--- src/rtl/evtdet_pkg.sv ---
package evtdet_pkg;

  typedef enum logic [2:0] {
    EV_FALL = 3'd0,
    EV_RISE = 3'd1,
    EV_BOTH = 3'd2,
    EV_LOW  = 3'd3,
    EV_HIGH = 3'd4
  } evt_code_e;

  localparam int EVT_CODE_W = 3;

  // code value loaded into the history register at reset; reserved, never decodes
  localparam logic [EVT_CODE_W-1:0] EVT_CODE_IDLE = 3'd7;

endpackage

--- src/rtl/evtdet_sync.sv ---
module evtdet_sync #(
  parameter int STAGES = 2
) (
  input  logic clk,
  input  logic rst_n,
  input  logic din,
  output logic dout
);

  logic [STAGES-1:0] chain_q;

  generate
    if (STAGES == 1) begin : g_one
      always_ff @(posedge clk or negedge rst_n) begin
        if (!rst_n) chain_q <= '0;
        else        chain_q <= din;
      end
    end else begin : g_many
      always_ff @(posedge clk or negedge rst_n) begin
        if (!rst_n) chain_q <= '0;
        else        chain_q <= {chain_q[STAGES-2:0], din};
      end
    end
  endgenerate

  assign dout = chain_q[STAGES-1];

endmodule

--- src/rtl/evtdet_glitch_filter.sv ---
module evtdet_glitch_filter #(
  parameter int HOLD_SAMPLES = 2
) (
  input  logic clk,
  input  logic rst_n,
  input  logic din,
  input  logic filt_en,
  input  logic slow_sel,
  input  logic slow_tick,
  output logic dout
);

  localparam int CW = (HOLD_SAMPLES > 2) ? $clog2(HOLD_SAMPLES) : 1;
  localparam logic [CW-1:0] LAST = CW'(HOLD_SAMPLES - 1);

  logic          stable_q;
  logic [CW-1:0] run_q;
  logic          sample;

  // sample strobe: every clock, or only on the divided slow-clock tick
  assign sample = slow_sel ? slow_tick : 1'b1;

  always_ff @(posedge clk or negedge rst_n) begin
    if (!rst_n) begin
      stable_q <= 1'b0;
      run_q    <= '0;
    end else if (!filt_en) begin
      // follow the input so enabling the filter later causes no jump
      stable_q <= din;
      run_q    <= '0;
    end else if (sample) begin
      if (din == stable_q) begin
        run_q <= '0;
      end else if (run_q == LAST) begin
        stable_q <= din;
        run_q    <= '0;
      end else begin
        run_q <= run_q + 1'b1;
      end
    end
  end

  assign dout = filt_en ? stable_q : din;

endmodule

--- src/rtl/evtdet_detector.sv ---
module evtdet_detector
  import evtdet_pkg::*;
(
  input  logic                  clk,
  input  logic                  rst_n,
  input  logic                  level,
  input  logic [EVT_CODE_W-1:0] evt_sel,
  input  logic                  clr,
  output logic                  flag
);

  logic                  prev_q;
  logic [EVT_CODE_W-1:0] sel_q;
  logic                  flag_q;
  logic                  code_chg;
  logic                  hit_raw;
  logic                  hit;

  assign code_chg = (evt_sel != sel_q);

  always_comb begin
    case (evt_sel)
      EV_FALL: hit_raw =  prev_q & ~level;
      EV_RISE: hit_raw = ~prev_q &  level;
      EV_BOTH: hit_raw =  prev_q ^  level;
      EV_LOW:  hit_raw = ~level;
      EV_HIGH: hit_raw =  level;
      default: hit_raw = 1'b0;
    endcase
  end

  // a fresh code voids the edge history for this cycle
  assign hit = hit_raw & ~code_chg;

  always_ff @(posedge clk or negedge rst_n) begin
    if (!rst_n) begin
      prev_q <= 1'b0;
      sel_q  <= EVT_CODE_IDLE;
      flag_q <= 1'b0;
    end else begin
      prev_q <= level;
      sel_q  <= evt_sel;
      if (clr) flag_q <= 1'b0;
      else     flag_q <= flag_q | hit;
    end
  end

  assign flag = flag_q;

endmodule

--- src/rtl/pin_event_detector.sv ---
module pin_event_detector
  import evtdet_pkg::*;
#(
  parameter int LINES        = 4,
  parameter int SYNC_STAGES  = 2,
  parameter int HOLD_SAMPLES = 2
) (
  input  logic                  clk,
  input  logic                  rst_n,
  input  logic [LINES-1:0]      pin_i,
  input  logic                  filt_en_i,
  input  logic                  filt_slow_i,
  input  logic                  slow_tick_i,
  input  logic [EVT_CODE_W-1:0] evt_sel_i,
  input  logic [LINES-1:0]      clr_i,
  output logic [LINES-1:0]      evt_flag_o
);

  logic [LINES-1:0] sync_lvl;
  logic [LINES-1:0] filt_lvl;

  generate
    for (genvar i = 0; i < LINES; i++) begin : g_line
      evtdet_sync #(
        .STAGES (SYNC_STAGES)
      ) u_sync (
        .clk   (clk),
        .rst_n (rst_n),
        .din   (pin_i[i]),
        .dout  (sync_lvl[i])
      );

      evtdet_glitch_filter #(
        .HOLD_SAMPLES (HOLD_SAMPLES)
      ) u_filt (
        .clk       (clk),
        .rst_n     (rst_n),
        .din       (sync_lvl[i]),
        .filt_en   (filt_en_i),
        .slow_sel  (filt_slow_i),
        .slow_tick (slow_tick_i),
        .dout      (filt_lvl[i])
      );

      evtdet_detector u_det (
        .clk     (clk),
        .rst_n   (rst_n),
        .level   (filt_lvl[i]),
        .evt_sel (evt_sel_i),
        .clr     (clr_i[i]),
        .flag    (evt_flag_o[i])
      );
    end
  endgenerate

endmodule

--- config.mk ---
export PLATFORM = sky130hd
export DESIGN_NAME = pin_event_detector
export DESIGN_NICKNAME = d
export VERILOG_FILES = /design/src/rtl/evtdet_pkg.sv /design/src/rtl/evtdet_sync.sv /design/src/rtl/evtdet_glitch_filter.sv /design/src/rtl/evtdet_detector.sv /design/src/rtl/pin_event_detector.sv
export SDC_FILE = /design/constraint.sdc
export NUM_CORES = 1
export LEC_CHECK = 0
export ABC_AREA = 1
export BUFFER_PORTS_ARGS = -buffer_cell sky130_fd_sc_hd__buf_2
export CELL_PAD_IN_SITES_DETAIL_PLACEMENT = 0
export CELL_PAD_IN_SITES_GLOBAL_PLACEMENT = 2
export CORE_UTILIZATION = 36
export CTS_BUF_LIST = sky130_fd_sc_hd__clkbuf_8
export DETAILED_ROUTE_END_ITERATION = 8
export HOLD_SLACK_MARGIN = 0.02
export PLACE_DENSITY_LB_ADDON = 0.1
export SLEW_MARGIN = 20
export SYNTH_ARGS = -nofsm -noshare
export SYNTH_HDL_FRONTEND = slang
export SYNTH_HIERARCHICAL = 1
export SYNTH_SLANG_ARGS = --single-unit
--- constraint.sdc ---
create_clock -name clk -period 2 [get_ports clk]
set_clock_uncertainty 0.15 [all_clocks]
set_input_delay 0.6 -clock clk [delete_from_list [all_inputs] [get_ports clk]]
set_output_delay 0.6 -clock clk [all_outputs]
set_load 0.1 [all_outputs]
After elaboration in Yosys (flattened, before gate mapping) --
Index checks and enable logic that the tools add are counted.
Storage, ports and cells: bits in read-only memories 0, output and inout bits 4, register bits after elaboration 27, memories kept 0, bits in writable memories 0, latch bits 0
Operators by class: magnitude comparators 0, shift-type cells 0, div/mod/pow operators 0, muxes and demuxes 45, eq/ne operators 18, bitwise gates (word level) 29, reductions and logical operators 5, $add $sub $neg 4, $mul 0
Operators by type and width (count):
- $mux 1 | 41
- $pmux 1 s5 | 4
- $and 1x1->1 | 12
- $reduce_and 3->1 | 4
- $ne 2x1->1 const B | 5
- $not 1->1 | 9
- $ne 2x2->1 const B | 4
- $eq 3x2->1 const B | 2
- $add 1x1->1 const B | 4
- $eq 1x1->1 | 4
- $or 1x1->1 | 4
- $xor 1x1->1 | 4
- $eq 3x1->1 const B | 1
- $eq 3x3->1 const B | 1
- $logic_not 3->1 | 1
- $ne 3x3->1 | 1

Depth between registers and ports, before layout --
depth after elaboration 7, mapped depth 12, mapped depth without buffers 12

Modules after synthesis --
The synthesis kept the hierarchy.
By module, submodules not included:
- evtdet_detector | instances 4, area each 280.3 µm², seq. area each 128.9 µm², cells an instance 36
- evtdet_glitch_filter | instances 4, area each 130.1 µm², seq. area each 50.0 µm², cells an instance 21
- evtdet_sync | instances 4, area each 50.0 µm², seq. area each 50.0 µm², cells an instance 2

Least setup slack after synthesis --
Ideal clock, no wire load.
path kind input -> register, start point input port filt_en_i, end point register g_line[0].u_det.flag_q, data required time 1.777 ns, stages on the path 12, slack 0.228 ns, library setup time 0.073 ns, arrival time 1.548 ns, cell sequence inv_2 -> nand2_1 -> nand2_1 -> inv_1 -> ha_1 -> nand2_1 -> nand2_1 -> nand2_1 -> nand2_1 -> nor2_1 -> nand2_1 -> a21oi_2
Between the ends: longest elaborated chain between the ends 7, elaborated cells on any way between the ends 9, those cells by class mux: 3; bitwise: 6
RTL lines:
- from (decl) | RTL line pin_event_detector.sv:11 | input logic filt_en_i,
- $mux 1 (*) | RTL line evtdet_glitch_filter.sv:43 | assign dout = filt_en ? stable_q : din;
- named net filt_lvl[0] | RTL line pin_event_detector.sv:20 | logic [LINES-1:0] filt_lvl;
- $not 1->1 | RTL line evtdet_detector.sv:23, evtdet_detector.sv:26
- $and 1x1->1 | RTL line evtdet_detector.sv:23 | EV_FALL: hit_raw = prev_q & ~level;
- $pmux 1 s5 (*) | RTL line evtdet_detector.sv:22 | case (evt_sel)
- $and 1x1->1 (*) | RTL line evtdet_detector.sv:33 | assign hit = hit_raw & ~code_chg;
- $or 1x1->1 (*) | RTL line evtdet_detector.sv:44 | else flag_q <= flag_q | hit;
- $mux 1 (*) | RTL line evtdet_detector.sv:43 | if (clr) flag_q <= 1'b0;
- to (signal assigned) | RTL line evtdet_detector.sv:44
- to (decl) | RTL line evtdet_detector.sv:14 | logic flag_q;
Mark *: on every way through the listed nets, which the timed path passes. The rest lies on a longest branch. A chain may end at the register's enable or synchronous reset.

Final worst setup path --
start point register g_line[1].u_det.flag_q, end point output port evt_flag_o[1]
RTL lines:
- from (decl) | RTL line evtdet_detector.sv:14
- from (signal assigned) | RTL line evtdet_detector.sv:44
- to (decl) | RTL line pin_event_detector.sv:16 | output logic [LINES-1:0] evt_flag_o
No word-level cell between the ends.

==> run summary <==
The number of setup violations in the final report is 0. The number of placement rows came out at 25. After detailed routing, the number of remaining DRC violations is 0. At the later pin of the worst-skew pair, clock insertion delay measures 280 ps. In the post-synthesis netlist, the biggest area contributors are dfrtp_1 (33%), dfstp_2 (17%), nand2_1 (17%). In this run the static leakage power is around 0.0013 µW.

Using the TritonRoute via totals, the vias-per-cell ratio works out to 4.13. The final cell utilization of the core came out at 0.467. The wire length of the first global-routing pass came out at about 5900 µm.

Summed over all instances, the cell type with the most area after synthesis is dfrtp_1. The area of the die came out at 5410 µm². The leftover overflow at the end of global routing came out at 0. The top achievable clock speed is about 0.54 GHz. The maximum vdd drop came out at ~0.41 mV. The share of the synthesized area in the top cell type came out at 0.326.

The post-synthesis cell type count came out at 15. STA classifies the critical path startpoint as a flop. The floorplan step defined a core boundary enclosing a little under 5000 µm². Setup repair after global routing left no endpoint under its margin. The final weighted congestion in routability-driven placement came out at a little over 0.7.

The run finished with clean final reports. Across all register-to-register paths, the minimum setup slack is around 410 ps. The maximum fanout along the worst path is 2.

The final max-slew violation count was 0. The share of async-settable or async-resettable flops after synthesis is 1.00. The number of gates resized after CTS came out at 0. The CTS buffer count came out at 5. Entering global routing, the biggest net connects 25 pins. The number of DRC markers in iteration 0 came out at 45. The data arrival time of the worst path is about 1100 ps. The maximum cell stage delay along the critical path came out at around 430 ps. The final cycle utilization of the critical path came out at 0.919. The HPWL after detailed placement came out at 2380 µm. Of the total power, the share spent switching nets is 0.293.

Sorting the synthesized cells by how often they occur yields nand2_1 (84), inv_1 (44), dfrtp_1 (24). In this run the power spent charging and discharging nets is between 400 and 500 µW. The class of the tightest hold or removal check is input port to asynchronous set/reset pin. Buffers added to address setup during post-CTS repair amount to 0. The number of antenna diodes in the final layout is 0. The total power density per cell area is around 750 nW/µm². Yosys printed 6 warnings. The number of buffers added on ports came out at 19.

After clock tree synthesis, the clock-pin slew on the worst setup and hold paths is around 70 ps. The total negative slack for setup checks came out at 0 ps. The internal power of the cells is approximately 1200 µW.

The width of the die came out at 73.5 µm. Wires add up to around 3300 µm. By startpoint and endpoint, the worst setup path is classified as flop to output pin.

The combined flip-flop and latch cell area is 916 µm². The final hold violation count is 0. The cell count after synthesis came out at roughly 240.

The part of the total power dissipated in the clock network is 0.315. In this run the mean area of a mapped cell was 7.80 µm². Summing over every cut layer, the via total after detailed routing is about 1400. The number of nets at the end of the flow came out at about 300.

The number of global-route vias before repair came out at ~1400. The source of the worst register-to-register timing path is g_line[0].u_sync/chain_q[1]. The worst pin sits at a relative slew slack of 0.680. The I/O pin total is 20. The hold buffer count at CTS came out at 0. The overall fraction of global-route tracks in use came out at 0.148. The clock tree from TritonCTS is built. The required time reported for the critical path endpoint came out at 1250 ps. Counting both buffers and inverters, the worst setup path holds a total of 1.

The number of maximum-capacitance constraint violations is 0. The remaining number of nets flagged by the antenna check after routing is 0. The synthesized design contains 0 enable-type register cells. The clock period could shrink to 1840 ps. The root buffer cell is clkbuf_8. In this run the critical register-to-register path is captured at g_line[0].u_det/flag.

STA classifies the critical path endpoint as an output pin. After synthesis the netlist holds a flip-flop and latch count of 36. The initial antenna violation count is 0. Walking the worst path, the cells encountered are buf_2. The number of sinks driven by the clock tree came out at 36. The depth of the worst register-to-register path is 11.

The flip-flop cell with the highest count after synthesis is dfrtp_1. The starting density of the core came out at 0.382. The average wire length per cell after detail routing came out at between 9 and 10 µm.

The height of the die is ~74 µm. The first-pass detailed-route iteration total came out at 4. By instance count, the leading cell after synthesis is nand2_1. The post-synth design cell area is ~1800 µm².

The CTS H-tree depth is 2. In the final layout, the share of cells above drive strength 1 is 0.281. The total area of multi-input combinational cells came out at roughly 730 µm². The proportion of power drawn by combinational gates is 0.192. The relative area change from synthesis to final layout is 22.2%.

The slowest library cell on the worst path is buf_2. Fill cells in the final layout number approximately 520. The sequential share of power is 0.493.

The fraction of the yosys area taken by sequential cells is 0.497. The transition time of the tightest slew-check pin is 484 ps. The cell class contributing the biggest share of worst-path delay is buffers and inverters. Synthesis produced a netlist with a net count of 260. The deepest clock path buffer count is 2.
==> state kept, by name (all words and copies together) (netlist names) <==
signal	flops
g_line.u_det/prev_q	4
g_line.u_filt/stable_q	4
g_line.u_filt/run_q	4
g_line.u_sync/chain_q	8
g_line.u_det/sel_q	12
g_line.u_det/flag	4
==> through the flow <==
stage          hold slack (ps)  cells  worst slack (ps)  total power [µW]  area [µm²]
2_1_floorplan              154    236               228              1040        1840
3_3_place_gp               182    337              -132              1180        2160
3_5_place_dp               189    337              -115              1180        2160
4_1_cts                   99.1    345               138              1730        2250
5_1_grt                    110    345              45.1              1810        2250
6_report                  87.2    345               162              1690        2250
==> layout by cell type, fill, tap and decap left out, drive strengths merged <==
| cell | instances |
|---|---|
| a21oi | 4 |
| buf | 34 |
| clkbuf | 6 |
| clkinv | 2 |
| dfrtp | 24 |
| dfstp | 12 |
| ha | 8 |
| inv | 52 |
| nand2 | 88 |
| nand3 | 20 |
| nand4 | 4 |
| nor2 | 16 |
| nor3 | 4 |
| o21ai | 4 |
==> per-layer routing <==
metal | part of all wire | track usage | vias to the layer above
met5 | 0 | 0 | -
met4 | 0.015 | 0.0641 | 0
met3 | 0.032 | 0.0453 | 4
met2 | 0.44 | 0.222 | 16
met1 | 0.51 | 0.197 | 621
li1 | - | - | 785
==> worst max path at each step <==
| stage | from | end | cells after the start |
|---|---|---|---|
| after global routing | filt_en_i | g_line[0].u_det/flag | 12 |
| final | g_line[1].u_det/flag | evt_flag_o[1] | 1 |
| after global placement | filt_en_i | g_line[0].u_det/flag | 12 |
| after CTS | g_line[1].u_det/flag | evt_flag_o[1] | 1 |
| after detailed placement | filt_en_i | g_line[0].u_det/flag | 12 |
| after floorplan | filt_en_i | g_line[0].u_det/flag | 12 |
==> kinds of logic (layout without fill, tap and decap cells) <==
| group | Yosys count | in the layout | synth area share |
|---|---|---|---|
| and+or+nand+nor | 132 | 132 | 0.312 |
| buffers and inverters | 52 | 94 | 0.106 |
| DFF | 36 | 36 | 0.497 |
| adders and majority gates | 8 | 8 | 0.0543 |
| AOI/OAI and AO/OA | 8 | 8 | 0.0299 |
==> final cells by class <==
type | count | area share
inverter | 52 | 0.0867
timing repair buffer | 34 | 0.103
sequential | 36 | 0.407
clock buffer | 6 | 0.0367
tap | 67 | 0.0372
clock inverter | 2 | 0.00445
multi-input combinational | 148 | 0.325
==> power by group through the flow <==
stage,Clock (µW),Combinational [µW],Sequential [µW]
after floorplan,0,169,874
after global placement,0,333,849
after detailed placement,0,332,848
after CTS,562,332,835
after global routing,588,378,842
final,532,325,835
(Power assumes the default switching activity.)
